## config.mk

```make
export PLATFORM = sky130hd
export DESIGN_NAME = tgc_classifier
export DESIGN_NICKNAME = d
export VERILOG_FILES = /design/src/rtl/tgc_pkg.sv /design/src/rtl/tgc_colstat.sv /design/src/rtl/tgc_distinct.sv /design/src/rtl/tgc_cand.sv /design/src/rtl/tgc_classifier.sv
export SDC_FILE = /design/constraint.sdc
export NUM_CORES = 1
export LEC_CHECK = 0
export BUFFER_PORTS_ARGS = -buffer_cell sky130_fd_sc_hd__buf_2
export CAP_MARGIN = 5
export CELL_PAD_IN_SITES_DETAIL_PLACEMENT = 0
export CELL_PAD_IN_SITES_GLOBAL_PLACEMENT = 1
export CORE_ASPECT_RATIO = 0.7
export CORE_UTILIZATION = 42
export CTS_BUF_LIST = sky130_fd_sc_hd__clkbuf_16
export DETAILED_ROUTE_END_ITERATION = 8
export PLACE_DENSITY_LB_ADDON = 0.1
export SLEW_MARGIN = 25
export SYNTH_ARGS = -nofsm -noshare
export SYNTH_HDL_FRONTEND = slang
export SYNTH_SLANG_ARGS = --single-unit
```

## constraint.sdc

```tcl
create_clock -name clk -period 5.9 [get_ports clk]
set_input_delay 1.18 -clock clk [delete_from_list [all_inputs] [get_ports clk]]
set_output_delay 1.18 -clock clk [all_outputs]
set_load 0.005 [all_outputs]
```

## src/rtl/tgc_pkg.sv

```systemverilog
package tgc_pkg;
    timeunit 1ns;
    timeprecision 1ps;

    localparam int TRIT_W = 2;
    localparam int RADIX  = 3;
    localparam int ROWS   = RADIX * RADIX;
    localparam int COL_W  = ROWS * TRIT_W;
    localparam int NCAND  = 2 * RADIX;
    localparam int CNT_W  = $clog2(ROWS + 1);

    typedef logic [TRIT_W-1:0]            trit_t;
    typedef logic [ROWS-1:0][TRIT_W-1:0]  col_t;
    typedef logic [RADIX-1:0][TRIT_W-1:0] rfun_t;

    typedef struct packed {
        logic  hit;
        logic  on_b;
        trit_t cval;
    } witness_t;

    typedef struct packed {
        logic     err;
        logic     rev;
        logic     bal_p;
        logic     bal_q;
        witness_t dup;
        witness_t qdup;
    } result_t;

    function automatic logic trit_ok(trit_t t);
        return int'(t) < RADIX;
    endfunction

    function automatic logic is_ident(rfun_t f);
        logic ok;
        ok = 1'b1;
        for (int x = 0; x < RADIX; x++)
            if (f[x] != trit_t'(x)) ok = 1'b0;
        return ok;
    endfunction

    function automatic logic is_perm(rfun_t f);
        logic ok;
        ok = 1'b1;
        for (int x = 0; x < RADIX; x++) begin
            if (!trit_ok(f[x])) ok = 1'b0;
            for (int y = x + 1; y < RADIX; y++)
                if (f[x] == f[y]) ok = 1'b0;
        end
        return ok;
    endfunction

    // lowest candidate index wins: A=0..2 then B=0..2
    function automatic witness_t pick_first(logic [NCAND-1:0] hits);
        witness_t w;
        w = '0;
        for (int k = NCAND - 1; k >= 0; k--) begin
            if (hits[k]) begin
                w.hit  = 1'b1;
                w.on_b = (k >= RADIX);
                w.cval = trit_t'(k % RADIX);
            end
        end
        return w;
    endfunction
endpackage

```

## src/rtl/tgc_colstat.sv

```systemverilog
module tgc_colstat
    import tgc_pkg::*;
(
    input  col_t col,
    output logic legal,
    output logic balanced
);
    timeunit 1ns;
    timeprecision 1ps;

    localparam int PER_VAL = ROWS / RADIX;

    logic [CNT_W-1:0] cnt [RADIX];

    always_comb begin
        legal = 1'b1;
        for (int r = 0; r < ROWS; r++)
            if (!trit_ok(col[r])) legal = 1'b0;
    end

    always_comb begin
        balanced = 1'b1;
        for (int v = 0; v < RADIX; v++) begin
            cnt[v] = '0;
            for (int r = 0; r < ROWS; r++)
                if (col[r] == trit_t'(v)) cnt[v] = cnt[v] + 1'b1;
            if (cnt[v] != CNT_W'(PER_VAL)) balanced = 1'b0;
        end
    end
endmodule

```

## src/rtl/tgc_distinct.sv

```systemverilog
module tgc_distinct
    import tgc_pkg::*;
(
    input  col_t col_p,
    input  col_t col_q,
    output logic all_distinct
);
    timeunit 1ns;
    timeprecision 1ps;

    always_comb begin
        all_distinct = 1'b1;
        for (int i = 0; i < ROWS; i++)
            for (int j = i + 1; j < ROWS; j++)
                if ({col_p[i], col_q[i]} == {col_p[j], col_q[j]})
                    all_distinct = 1'b0;
    end
endmodule

```

## src/rtl/tgc_cand.sv

```systemverilog
module tgc_cand
    import tgc_pkg::*;
#(
    parameter bit ON_B = 1'b0,
    parameter int CVAL = 0
) (
    input  col_t col_p,
    input  col_t col_q,
    output logic ident,
    output logic perm
);
    timeunit 1ns;
    timeprecision 1ps;

    rfun_t fp;
    rfun_t fq;

    always_comb begin
        for (int x = 0; x < RADIX; x++) begin
            fp[x] = col_p[ON_B ? (x * RADIX + CVAL) : (CVAL * RADIX + x)];
            fq[x] = col_q[ON_B ? (x * RADIX + CVAL) : (CVAL * RADIX + x)];
        end
    end

    assign ident = is_ident(fp) && is_ident(fq);
    assign perm  = is_perm(fp) && is_perm(fq);
endmodule

```

## src/rtl/tgc_classifier.sv

```systemverilog
module tgc_classifier
    import tgc_pkg::*;
(
    input  logic             clk,
    input  logic             rst,
    input  logic             in_valid,
    input  logic [COL_W-1:0] col_p,
    input  logic [COL_W-1:0] col_q,
    output logic             out_valid,
    output logic             code_err,
    output logic             rev_ok,
    output logic             bal_p,
    output logic             bal_q,
    output logic             dup_ok,
    output logic             dup_on_b,
    output logic [TRIT_W-1:0] dup_const,
    output logic             qdup_ok,
    output logic             qdup_on_b,
    output logic [TRIT_W-1:0] qdup_const
);
    timeunit 1ns;
    timeprecision 1ps;

    col_t cp;
    col_t cq;
    assign cp = col_p;
    assign cq = col_q;

    logic legal_p, legal_q, bp, bq, distinct;
    logic [NCAND-1:0] ident_hits;
    logic [NCAND-1:0] perm_hits;

    tgc_colstat u_stat_p (.col(cp), .legal(legal_p), .balanced(bp));
    tgc_colstat u_stat_q (.col(cq), .legal(legal_q), .balanced(bq));
    tgc_distinct u_dist (.col_p(cp), .col_q(cq), .all_distinct(distinct));

    for (genvar k = 0; k < NCAND; k++) begin : g_cand
        tgc_cand #(
            .ON_B(k >= RADIX),
            .CVAL(k % RADIX)
        ) u_cand (
            .col_p(cp),
            .col_q(cq),
            .ident(ident_hits[k]),
            .perm (perm_hits[k])
        );
    end

    result_t res_d;
    result_t res_q;
    logic    vld_q;

    always_comb begin
        res_d = '0;
        if (!(legal_p && legal_q)) begin
            res_d.err = 1'b1;
        end else begin
            res_d.rev   = distinct;
            res_d.bal_p = bp;
            res_d.bal_q = bq;
            res_d.dup   = pick_first(ident_hits);
            if (!res_d.dup.hit)
                res_d.qdup = pick_first(perm_hits);
        end
    end

    always_ff @(posedge clk) begin
        if (rst) begin
            res_q <= '0;
            vld_q <= 1'b0;
        end else begin
            vld_q <= in_valid;
            if (in_valid) res_q <= res_d;
        end
    end

    assign out_valid  = vld_q;
    assign code_err   = res_q.err;
    assign rev_ok     = res_q.rev;
    assign bal_p      = res_q.bal_p;
    assign bal_q      = res_q.bal_q;
    assign dup_ok     = res_q.dup.hit;
    assign dup_on_b   = res_q.dup.on_b;
    assign dup_const  = res_q.dup.cval;
    assign qdup_ok    = res_q.qdup.hit;
    assign qdup_on_b  = res_q.qdup.on_b;
    assign qdup_const = res_q.qdup.cval;
endmodule

```

== Word level (Yosys, flattened, before mapping) ==
Cells that the tools add are included.
Word-level totals
  output and inout port bits: 13
  register bits after elaboration: 13
  word-level logic and storage cells: 484
Cells by class
  equal/unequal tests: 134
  multiplexer cells: 232
  reductions and logical operators: 41
  $lt $le $gt $ge: 18
  $add $sub $neg: 48
Operators with widths (number)
  $mux W4: 62
  $mux W1: 169
  $add A4 B1 Y4 const B: 42
  $eq A4 B4 Y1: 36
  $eq A2 B2 Y1: 36
  $eq A2 B1 Y1 const B: 18
  $eq A2 B2 Y1 const B: 18
  $logic_not A2 Y1: 18
  $lt A2 B2 Y1 const B: 18
  $ne A4 B2 Y1 const B: 6
  $ne A2 B1 Y1 const B: 10
  $ne A2 B2 Y1 const B: 10
  $reduce_bool A2 Y1: 10
  $logic_and A1 B1 Y1: 13
  $add A1 B1 Y2 const B: 6
  $mux W11: 1

== Depth between registers and ports, before layout ==
Gate-level depths: netlist of the first run.
  depth in word-level cells: 38
  gate-level depth with buffers: 29
  gate-level depth less buffers: 28

== Hierarchy ==
Synthesis of the first run repeated with hierarchy kept, for this count alone.
Unflattened totals
  cell total of the unflattened synthesis: 939
  area total of the unflattened synthesis: 7624.8 um^2
By module, submodules not included
  tgc_colstat: cells each 240, sequential area each 0.0 um^2, times used 2, area each 1989.4 um^2
  tgc_distinct: cells each 226, sequential area each 0.0 um^2, times used 1, area each 1913.1 um^2
  tgc_cand: cells each 28, sequential area each 0.0 um^2, times used 6, area each 188.9 um^2
  tgc_classifier: cells each 65, sequential area each 260.2 um^2, times used 1, area each 599.3 um^2

== Worst setup path before layout of the first run ==
No wires, ideal clock.
  path kind: input-to-reg
  start: input port col_q[0]
  end: register res_q (netlist bit bal_q)
  arrival: 5.933 ns
  path slack: -0.117 ns
  stages on the path: 28
  path through: buf_1 -> nand2b_1 -> ha_1 -> xor2_1 -> ha_1 -> nand2_1 -> nand2_1 -> ha_1 -> nor2_1 -> a31oi_1 -> ha_1 -> nand2_1 -> nand2_1 -> ha_1 -> a22o_1 -> a21oi_1 -> inv_1 -> ha_1 -> nand2_1 -> o21ai_0 -> ha_1 -> nand2_1 -> nor2_1 -> xor2_1 -> xnor2_1 -> nand4_1 -> a2111o_1 -> o31ai_2
On the way
  word-level cells in the longest chain between the ends: 23
  elaborated cells on any way between the ends: 72
  classes of those cells: add/sub (24); order compare (1); eq/ne (5); mux (40); reduce/logical (2)
RTL lines
  from (decl): line tgc_classifier.sv:8  | input logic [COL_W-1:0] col_q,
  $logic_not A2 Y1: line tgc_colstat.sv:26  | if (col[r] == trit_t'(v)) cnt[v] = cnt[v] + 1'b1;
  $mux W1: line tgc_colstat.sv:26
  $add A1 B1 Y2: line tgc_colstat.sv:26
  $mux W4: line tgc_colstat.sv:26
  $add A4 B1 Y4: line tgc_colstat.sv:26
  $mux W4: line tgc_colstat.sv:26
  $add A4 B1 Y4: line tgc_colstat.sv:26
  $mux W4: line tgc_colstat.sv:26
  [... 5 more ...]
  $mux W4: line tgc_colstat.sv:26
  $add A4 B1 Y4: line tgc_colstat.sv:26
  $mux W4: line tgc_colstat.sv:26
  $add A4 B1 Y4: line tgc_colstat.sv:26
  $mux W4: line tgc_colstat.sv:26
  $ne A4 B2 Y1: line tgc_colstat.sv:27  | if (cnt[v] != CNT_W'(PER_VAL)) balanced = 1'b0;
  $mux W1 (3 in a row): line tgc_colstat.sv:27
  $mux W11 *: line tgc_classifier.sv:55  | if (!(legal_p && legal_q)) begin
  to (signal assigned): line tgc_classifier.sv:73  | if (in_valid) res_q <= res_d;
  to (decl): line tgc_classifier.sv:50  | result_t res_q;
Every way passes the cells marked *; elsewhere a longest branch is shown, timed or not.
A chain may end at the register's enable or synchronous reset.

== Final worst setup path of the first run ==
  start: input port col_q[1]
  end: register res_q (netlist bit bal_q)
The elaborated chain is that of the path after synthesis.

==> run_summary.xml, run 1 <==
<?xml version="1.0" encoding="UTF-8"?>
<metrics>
  <group name="status">
    <metric name="run_status" unit="">complete, no violations</metric>
  </group>
  <group name="cells_and_area">
    <metric name="design_area" unit="um^2">7797</metric>
    <metric name="nFillCells" unit="">1386</metric>
    <metric name="area.growth.synth_to_final" unit="%">25.34</metric>
    <metric name="layout-drive-gt1-share" unit="%">25.10</metric>
    <metric name="finish.net_count" unit="">1060</metric>
    <metric name="layout.core_utilization" unit="%">54.96</metric>
    <metric name="diodes" unit="">0</metric>
  </group>
  <group name="setup_path">
    <metric name="cpPeakStageDelay" unit="ns">0.41</metric>
    <metric name="timing.rr.start" unit="">qdup_on_b</metric>
    <metric name="crit_end_category" unit="">flip-flop</metric>
    <metric name="critical-path-top-cell-by-count" unit="">sky130_fd_sc_hd__nand2_2</metric>
    <metric name="worst_path_max_delay_cell" unit="">sky130_fd_sc_hd__a2111o_1</metric>
    <metric name="timing.critical_path.arrival" unit="ns">6.06</metric>
    <metric name="reg2regPathDepth" unit="">3</metric>
    <metric name="regToRegSetupSlack" unit="ns">5.14</metric>
    <metric name="critPathKind" unit="">input port to flip-flop</metric>
    <metric name="worstReg2RegEnd" unit="">qdup_on_b</metric>
    <metric name="crit_path_start_kind" unit="">input port</metric>
    <metric name="worst-endpoint-required" unit="ns">6.08</metric>
    <metric name="worstPathMaxFanout" unit="">3</metric>
  </group>
  <group name="routing">
    <metric name="drt_pre_antenna_iters" unit="">5</metric>
    <metric name="remaining_routing_drc_violations" unit="">0</metric>
    <metric name="routed_wl" unit="um">23750</metric>
    <metric name="num_vias" unit="">6735</metric>
    <metric name="route.detailed.vias_per_inst" unit="">5.796</metric>
    <metric name="routed_wire_length_per_instance" unit="um">20.44</metric>
    <metric name="ant_nets" unit="">0</metric>
    <metric name="drt_iter0_markers" unit="">687</metric>
  </group>
  <group name="clock_tree">
    <metric name="clk-insertion-delay-late" unit="ns">0.25</metric>
    <metric name="sinks_on_the_clock_net" unit="">13</metric>
    <metric name="clock_path_buffers" unit="">2</metric>
    <metric name="cts_tree" unit="">yes</metric>
    <metric name="root_buffer_cell" unit="">sky130_fd_sc_hd__clkbuf_16</metric>
    <metric name="h-tree-depth" unit="">1</metric>
    <metric name="tritoncts.num_buffers" unit="">3</metric>
    <metric name="post_cts_hold_buffer_count" unit="">0</metric>
    <metric name="clock_slew_seen_by_the_registers_of_the_worst_setup_and_hold_paths" unit="ns">0.06</metric>
  </group>
  <group name="global_routing">
    <metric name="grt_first_pass_wirelength" unit="um">35720</metric>
    <metric name="grt_antenna_before_repair" unit="">0</metric>
    <metric name="first_global_vias" unit="">6349</metric>
    <metric name="grt_overflow" unit="">0</metric>
    <metric name="pin_count_of_the_biggest_net_entering_global_routing" unit="">18</metric>
    <metric name="track_usage" unit="%">30.04</metric>
  </group>
  <group name="floorplan">
    <metric name="design.die.area" unit="um^2">15310</metric>
    <metric name="core_area" unit="um^2">14190</metric>
    <metric name="start_util" unit="%">43.84</metric>
    <metric name="top_level_ports" unit="">52</metric>
    <metric name="dieWidth" unit="um">147.5</metric>
    <metric name="rows" unit="">36</metric>
    <metric name="floorplan.die.height" unit="um">103.8</metric>
  </group>
  <group name="yosys">
    <metric name="ys_dominant_reg_cell" unit="">sky130_fd_sc_hd__dfxtp_1</metric>
    <metric name="ys_async_sr_fraction" unit="%">0</metric>
    <metric name="ys_ff_latch" unit="">13</metric>
    <metric name="synthesis.instances" unit="">875</metric>
    <metric name="synth.yosys.warnings" unit="">0</metric>
    <metric name="synth_common_cells" unit="">sky130_fd_sc_hd__xnor2_1, sky130_fd_sc_hd__xor2_1, sky130_fd_sc_hd__nand2_1, sky130_fd_sc_hd__nor2_1, sky130_fd_sc_hd__ha_1</metric>
    <metric name="synth.cell_area" unit="um^2">6221</metric>
    <metric name="syn_area_per_cell" unit="um^2">7.110</metric>
    <metric name="synth_largest_type_area_fraction" unit="%">19.15</metric>
    <metric name="synth.lib_cells_used.distinct" unit="">73</metric>
    <metric name="synthTopCellsByArea" unit="">sky130_fd_sc_hd__xnor2_1, sky130_fd_sc_hd__xor2_1, sky130_fd_sc_hd__ha_1</metric>
    <metric name="number_of_flops_mapped_to_enable_cells_by_yosys" unit="">0</metric>
    <metric name="syn-num-nets" unit="">962</metric>
    <metric name="synth_sequential_area_ratio" unit="%">4.183</metric>
    <metric name="synth.most_common_cell" unit="">sky130_fd_sc_hd__xnor2_1</metric>
    <metric name="netlist.top_cell.by_area" unit="">sky130_fd_sc_hd__xnor2_1</metric>
  </group>
  <group name="timing">
    <metric name="final.setup.tns" unit="ns">0</metric>
    <metric name="finalSetupViolCount" unit="">0</metric>
    <metric name="rsz0062_at_grt" unit="">true</metric>
    <metric name="slew_headroom" unit="%">33.61</metric>
    <metric name="hold_viol_final" unit="">0</metric>
    <metric name="finalCriticalPeriod" unit="ns">5.878</metric>
    <metric name="final.period_utilization" unit="%">99.63</metric>
    <metric name="fin_skew" unit="ns">0</metric>
    <metric name="fmax" unit="MHz">170.1</metric>
    <metric name="timing.final.max_slew_violations" unit="">0</metric>
    <metric name="worst_pin_slew" unit="ns">0.9937</metric>
  </group>
  <group name="pwr">
    <metric name="total_leakage_power" unit="uW">0.003338</metric>
    <metric name="switchingPower" unit="uW">610.3</metric>
    <metric name="p_int" unit="uW">661.1</metric>
    <metric name="power-per-cell-area" unit="nW/um^2">163.1</metric>
    <metric name="power.share.switching" unit="%">48.01</metric>
    <metric name="share_comb_of_total_power" unit="%">82.0</metric>
    <metric name="seq_power_share" unit="%">7.0</metric>
    <metric name="irDropWorstVdd" unit="uV">104.3</metric>
    <metric name="clkPwrFrac" unit="%">11.0</metric>
  </group>
  <group name="hold_path">
    <metric name="timing.hold.worst_path_depth" unit="">2</metric>
    <metric name="hold_path_startpoint" unit="">qdup_const[1]</metric>
    <metric name="whs_endpoint" unit="">qdup_const[1]</metric>
    <metric name="hold_class" unit="">flip-flop to flip-flop</metric>
  </group>
  <group name="run">
    <metric name="cap_violations" unit="">0</metric>
  </group>
  <group name="placement">
    <metric name="placed_cell_areas" unit="um^2">7183</metric>
    <metric name="gp_congestion" unit="">0.9486</metric>
    <metric name="dp.final_hpwl" unit="um">17870</metric>
    <metric name="portBuffers" unit="">51</metric>
  </group>
</metrics>
[registers in the layout (all words and copies together) (netlist names)]
| register | flops |
|---|---|
| bal_p | 1 |
| dup_const | 2 |
| out_valid | 1 |
| code_err | 1 |
| dup_on_b | 1 |
| bal_q | 1 |
| qdup_ok | 1 |
| qdup_const | 2 |
| qdup_on_b | 1 |
| rev_ok | 1 |
| dup_ok | 1 |
[power groups by stage]
stage | Clock [uW] | Sequential, uW | Combinational (uW)
floorplan | 0 | 91.0 | 616
global placement | 0 | 90.9 | 881
detailed placement | 0 | 90.9 | 906
CTS | 142 | 89.0 | 923
global route | 144 | 89.0 | 1140
finish | 139 | 89.0 | 1040
[kinds of logic after synthesis]
| logic type | after synthesis | share of synthesized area (%) |
|---|---|---|
| and+or+nand+nor | 349 | 29.26 |
| xor gates and xnor gates | 235 | 36.20 |
| AOI/OAI and AO/OA | 117 | 13.07 |
| buffers and inverters | 108 | 6.778 |
| adders and majority gates | 48 | 9.654 |
| DFF | 13 | 4.183 |
| muxes | 5 | 0.8447 |
[repair_timing]
item,in CTS,in global routing
setup buffers,2,8
pin swaps,3,31
hold endpoints to repair,0,0
setup endpoints to repair,1,2
resized for setup,5,83
[final cells by class]
class / count / area, um^2 / share of cell area (%)
clock inverter: 1 / 3.754 / 0.04814
sequential: 13 / 260.3 / 3.338
timing repair buffer: 157 / 1095 / 14.04
inverter: 44 / 165.2 / 2.118
clock buffer: 3 / 75.07 / 0.9628
multi-input combinational: 754 / 5961 / 76.44
tap: 190 / 237.7 / 3.049
[routing by layer]
metal / up-vias / share of wire [%] / GRT usage (%)
met3: 44 / 8.4 / 5.242
met2: 297 / 41 / 43.43
met1: 3200 / 48 / 45.36
li1: 3194 / - / -
met5: - / 0 / 0
met4: 0 / 1.9 / 6.554
[worst max-delay path by stage]
stage,from,cells after the start,endpoint
finish,col_q[1],30,bal_q
global route,col_q[1],30,bal_q
CTS,col_q[3],29,bal_q
detailed placement,col_q[2],26,bal_q
global placement,col_q[2],26,bal_q
floorplan,col_q[2],25,bal_q
[cells in the final DEF, fill, tap and decap left out, types with 5 or more instances in the layout]
| cell | instances |
|---|---|
| sky130_fd_sc_hd__a21oi_1 | 17 |
| sky130_fd_sc_hd__a22o_1 | 5 |
| sky130_fd_sc_hd__a22oi_1 | 5 |
| sky130_fd_sc_hd__a31oi_1 | 8 |
| sky130_fd_sc_hd__and3_1 | 7 |
| sky130_fd_sc_hd__buf_2 | 49 |
| sky130_fd_sc_hd__buf_4 | 101 |
| sky130_fd_sc_hd__buf_6 | 5 |
| sky130_fd_sc_hd__dfxtp_1 | 13 |
| sky130_fd_sc_hd__ha_1 | 32 |
| sky130_fd_sc_hd__ha_2 | 5 |
| sky130_fd_sc_hd__ha_4 | 11 |
| sky130_fd_sc_hd__inv_1 | 40 |
| sky130_fd_sc_hd__inv_2 | 5 |
| sky130_fd_sc_hd__nand2_1 | 77 |
| sky130_fd_sc_hd__nand2_2 | 6 |
| sky130_fd_sc_hd__nand2b_1 | 21 |
| sky130_fd_sc_hd__nand3_1 | 18 |
| sky130_fd_sc_hd__nand3b_1 | 12 |
| sky130_fd_sc_hd__nand4_1 | 34 |
| sky130_fd_sc_hd__nor2_1 | 71 |
| sky130_fd_sc_hd__nor2b_1 | 27 |
| sky130_fd_sc_hd__nor3_1 | 8 |
| sky130_fd_sc_hd__nor4_1 | 16 |
| sky130_fd_sc_hd__o21ai_0 | 15 |
| sky130_fd_sc_hd__o22ai_1 | 5 |
| sky130_fd_sc_hd__or3_1 | 5 |
| sky130_fd_sc_hd__xnor2_1 | 130 |
| sky130_fd_sc_hd__xnor2_2 | 7 |
| sky130_fd_sc_hd__xnor3_1 | 10 |
| sky130_fd_sc_hd__xor2_1 | 84 |
[metrics by stage]
| step | setup WS, ns | instances | total power (uW) | hold slack (ns) |
|---|---|---|---|---|
| after CTS | 0.01401 | 1154 | 1154 | 0.4685 |
| after global routing | -0.2455 | 1162 | 1374 | 0.5130 |
| after global placement | -0.2648 | 1148 | 972.0 | 0.4558 |
| final | 0.02182 | 1162 | 1271 | 0.4650 |
| after detailed placement | -0.3513 | 1148 | 996.6 | 0.4594 |
| after floorplan | 0.007220 | 875 | 707.2 | 0.4418 |
[worst max-delay path: cells and delay by family]
kind,cells,cell delay [ns]
compound gates,7,1.47
xor+xnor,2,0.40
fa+ha+maj,7,1.81
buf+inv,4,0.33
simple gates,10,0.85
No activity file was read; power rests on OpenSTA's default activity.
==> inputs of run 2 (changes only) <==
Settings changed: CTS_BUF_LIST sky130_fd_sc_hd__clkbuf_16 to sky130_fd_sc_hd__clkbuf_4 sky130_fd_sc_hd__clkbuf_8 sky130_fd_sc_hd__clkbuf_16, SKIP_CTS_REPAIR_TIMING set to 1.
==> run_summary.xml, run 2 (synthesized netlist as in run 1, its figures left out) <==
<?xml version="1.0" encoding="UTF-8"?>
<metrics>
  <group name="setup_path">
    <metric name="crit_end_category" unit="">flip-flop</metric>
    <metric name="worst_path_max_delay_cell" unit="">sky130_fd_sc_hd__a2111o_1</metric>
    <metric name="crit_path_start_kind" unit="">input port</metric>
    <metric name="worstPathMaxFanout" unit="">3</metric>
    <metric name="critical-path-top-cell-by-count" unit="">sky130_fd_sc_hd__ha_1</metric>
    <metric name="critical-path-top-delay-family" unit="">adder cells</metric>
    <metric name="cpPeakStageDelay" unit="ns">0.41</metric>
    <metric name="worst-endpoint-required" unit="ns">6.08</metric>
    <metric name="critPathKind" unit="">input port to flip-flop</metric>
    <metric name="timing.critical_path.arrival" unit="ns">6.09</metric>
    <metric name="timing.critical_path.buf_inv" unit="">4</metric>
  </group>
  <group name="timing">
    <metric name="slew_headroom" unit="%">33.11</metric>
    <metric name="hold_viol_final" unit="">0</metric>
    <metric name="worst_pin_slew" unit="ns">1.001</metric>
    <metric name="finalSetupViolCount" unit="">1</metric>
    <metric name="timing.final.max_slew_violations" unit="">0</metric>
    <metric name="postLayoutSetupSlackWorst" unit="ns">-0.01366</metric>
    <metric name="finalCriticalPeriod" unit="ns">5.914</metric>
    <metric name="fin_skew" unit="ns">0</metric>
    <metric name="fmax" unit="MHz">169.1</metric>
    <metric name="final.period_utilization" unit="%">100.2</metric>
    <metric name="whs" unit="ns">0.4649</metric>
    <metric name="rsz0062_at_grt" unit="">true</metric>
  </group>
  <group name="floorplan">
    <metric name="rows" unit="">36</metric>
    <metric name="top_level_ports" unit="">52</metric>
    <metric name="design.die.area" unit="um^2">15310</metric>
    <metric name="floorplan.die.height" unit="um">103.8</metric>
    <metric name="start_util" unit="%">43.84</metric>
    <metric name="dieWidth" unit="um">147.5</metric>
    <metric name="core_area" unit="um^2">14190</metric>
  </group>
  <group name="global_routing">
    <metric name="pin_count_of_the_biggest_net_entering_global_routing" unit="">18</metric>
    <metric name="grt_first_pass_wirelength" unit="um">35710</metric>
    <metric name="first_global_vias" unit="">6349</metric>
    <metric name="grt_overflow" unit="">0</metric>
    <metric name="grt_antenna_before_repair" unit="">0</metric>
    <metric name="track_usage" unit="%">30.05</metric>
  </group>
  <group name="cells_and_area">
    <metric name="mostFrequentLayoutCell" unit="">sky130_fd_sc_hd__xnor2_1</metric>
    <metric name="diodes" unit="">0</metric>
    <metric name="layout-drive-gt1-share" unit="%">24.64</metric>
    <metric name="nFillCells" unit="">1390</metric>
    <metric name="final_cell_mix" unit="">sky130_fd_sc_hd__xnor2_1, sky130_fd_sc_hd__buf_4, sky130_fd_sc_hd__xor2_1</metric>
    <metric name="layout.core_utilization" unit="%">54.79</metric>
    <metric name="post_layout_nonfiller_instances" unit="">1160</metric>
    <metric name="finish.net_count" unit="">1058</metric>
    <metric name="design_area" unit="um^2">7774</metric>
    <metric name="area.growth.synth_to_final" unit="%">24.96</metric>
  </group>
  <group name="routing">
    <metric name="drt_pre_antenna_iters" unit="">5</metric>
    <metric name="route.detailed.vias_per_inst" unit="">5.788</metric>
    <metric name="num_vias" unit="">6714</metric>
    <metric name="remaining_routing_drc_violations" unit="">0</metric>
    <metric name="ant_nets" unit="">0</metric>
    <metric name="drt_iter0_markers" unit="">587</metric>
    <metric name="routed_wl" unit="um">23680</metric>
    <metric name="routed_wire_length_per_instance" unit="um">20.41</metric>
  </group>
  <group name="status">
    <metric name="violations" unit="">setup timing</metric>
    <metric name="run_status" unit="">finished with violations</metric>
  </group>
  <group name="clock_tree">
    <metric name="sinks_on_the_clock_net" unit="">13</metric>
    <metric name="clock_path_buffers" unit="">2</metric>
    <metric name="tritoncts.num_buffers" unit="">3</metric>
    <metric name="root_buffer_cell" unit="">sky130_fd_sc_hd__clkbuf_16</metric>
    <metric name="h-tree-depth" unit="">1</metric>
    <metric name="cts_tree" unit="">yes</metric>
    <metric name="clock_slew_seen_by_the_registers_of_the_worst_setup_and_hold_paths" unit="ns">0.06</metric>
    <metric name="clk-insertion-delay-late" unit="ns">0.25</metric>
  </group>
  <group name="placement">
    <metric name="gp_congestion" unit="">0.9486</metric>
    <metric name="placed_cells" unit="">1148</metric>
    <metric name="portBuffers" unit="">51</metric>
    <metric name="placed_cell_areas" unit="um^2">7183</metric>
    <metric name="dp.final_hpwl" unit="um">17870</metric>
  </group>
  <group name="pwr">
    <metric name="power-per-cell-area" unit="nW/um^2">163.0</metric>
    <metric name="totalPowerFinal" unit="uW">1267</metric>
    <metric name="total_leakage_power" unit="uW">0.003333</metric>
    <metric name="irDropWorstVdd" unit="uV">103.1</metric>
  </group>
  <group name="run">
    <metric name="cap_violations" unit="">0</metric>
  </group>
  <group name="hold_path">
    <metric name="hold_class" unit="">flip-flop to flip-flop</metric>
  </group>
</metrics>
## run 2: cell count changes in the layout (fill, tap and decap cells not counted), sizes merged
cell,change
buf,-2
clkbuf,+1
inv,-1
## run 2: power by group
group          total, uW  leakage, uW  switching (uW)  internal (uW)
combinational       1030      0.00319             557            476
clock                145    0.0000416            48.7           96.4
sequential          89.0     0.000105           0.281           88.7
## run 2: final cells by class
cell class	instances	area (um^2)	share of cell area, %
Multi-Input combinational cell	754	5948	76.52
Timing Repair Buffer	155	1080	13.89
Sequential cell	13	260.3	3.348
Tap cell	190	237.7	3.058
Inverter	44	165.2	2.125
Clock buffer	4	82.58	1.062
## run 2: worst paths after layout
path	startpoint	endpoint	slack [ns]	cells after the start
setup / recovery	col_q[1]	bal_q	-0.01	30
hold / removal	qdup_const[1]	qdup_const[1]	0.46	2
hold reg to reg	qdup_const[1]	qdup_const[1]	0.46	2
setup reg to reg	qdup_on_b	qdup_on_b	5.15	3
## run 2: per-stage QoR
stage                     TNS [ns]  setup slack (ns)
final                     -0.01366          -0.01366
after global routing       -0.3407           -0.2767
after CTS                  -0.1064           -0.1064
after detailed placement   -0.4650           -0.3513
after global placement     -0.2648           -0.2648
after floorplan                  0          0.007220
## run 2: routing by layer
layer / vias up / GRT usage, % / wire, um
li1: 3192 / - / -
met1: 3180 / 45.33 / 11240
met2: 300 / 43.46 / 9800
met3: 42 / 5.286 / 2214
met4: 0 / 6.554 / 423
met5: - / 0 / 0
## run 2: worst min-delay path: stages (launching register included)
cell and delay [ns]:
sky130_fd_sc_hd__dfxtp_1 0.31, sky130_fd_sc_hd__nand2b_1 0.06, sky130_fd_sc_hd__a21oi_1 0.05
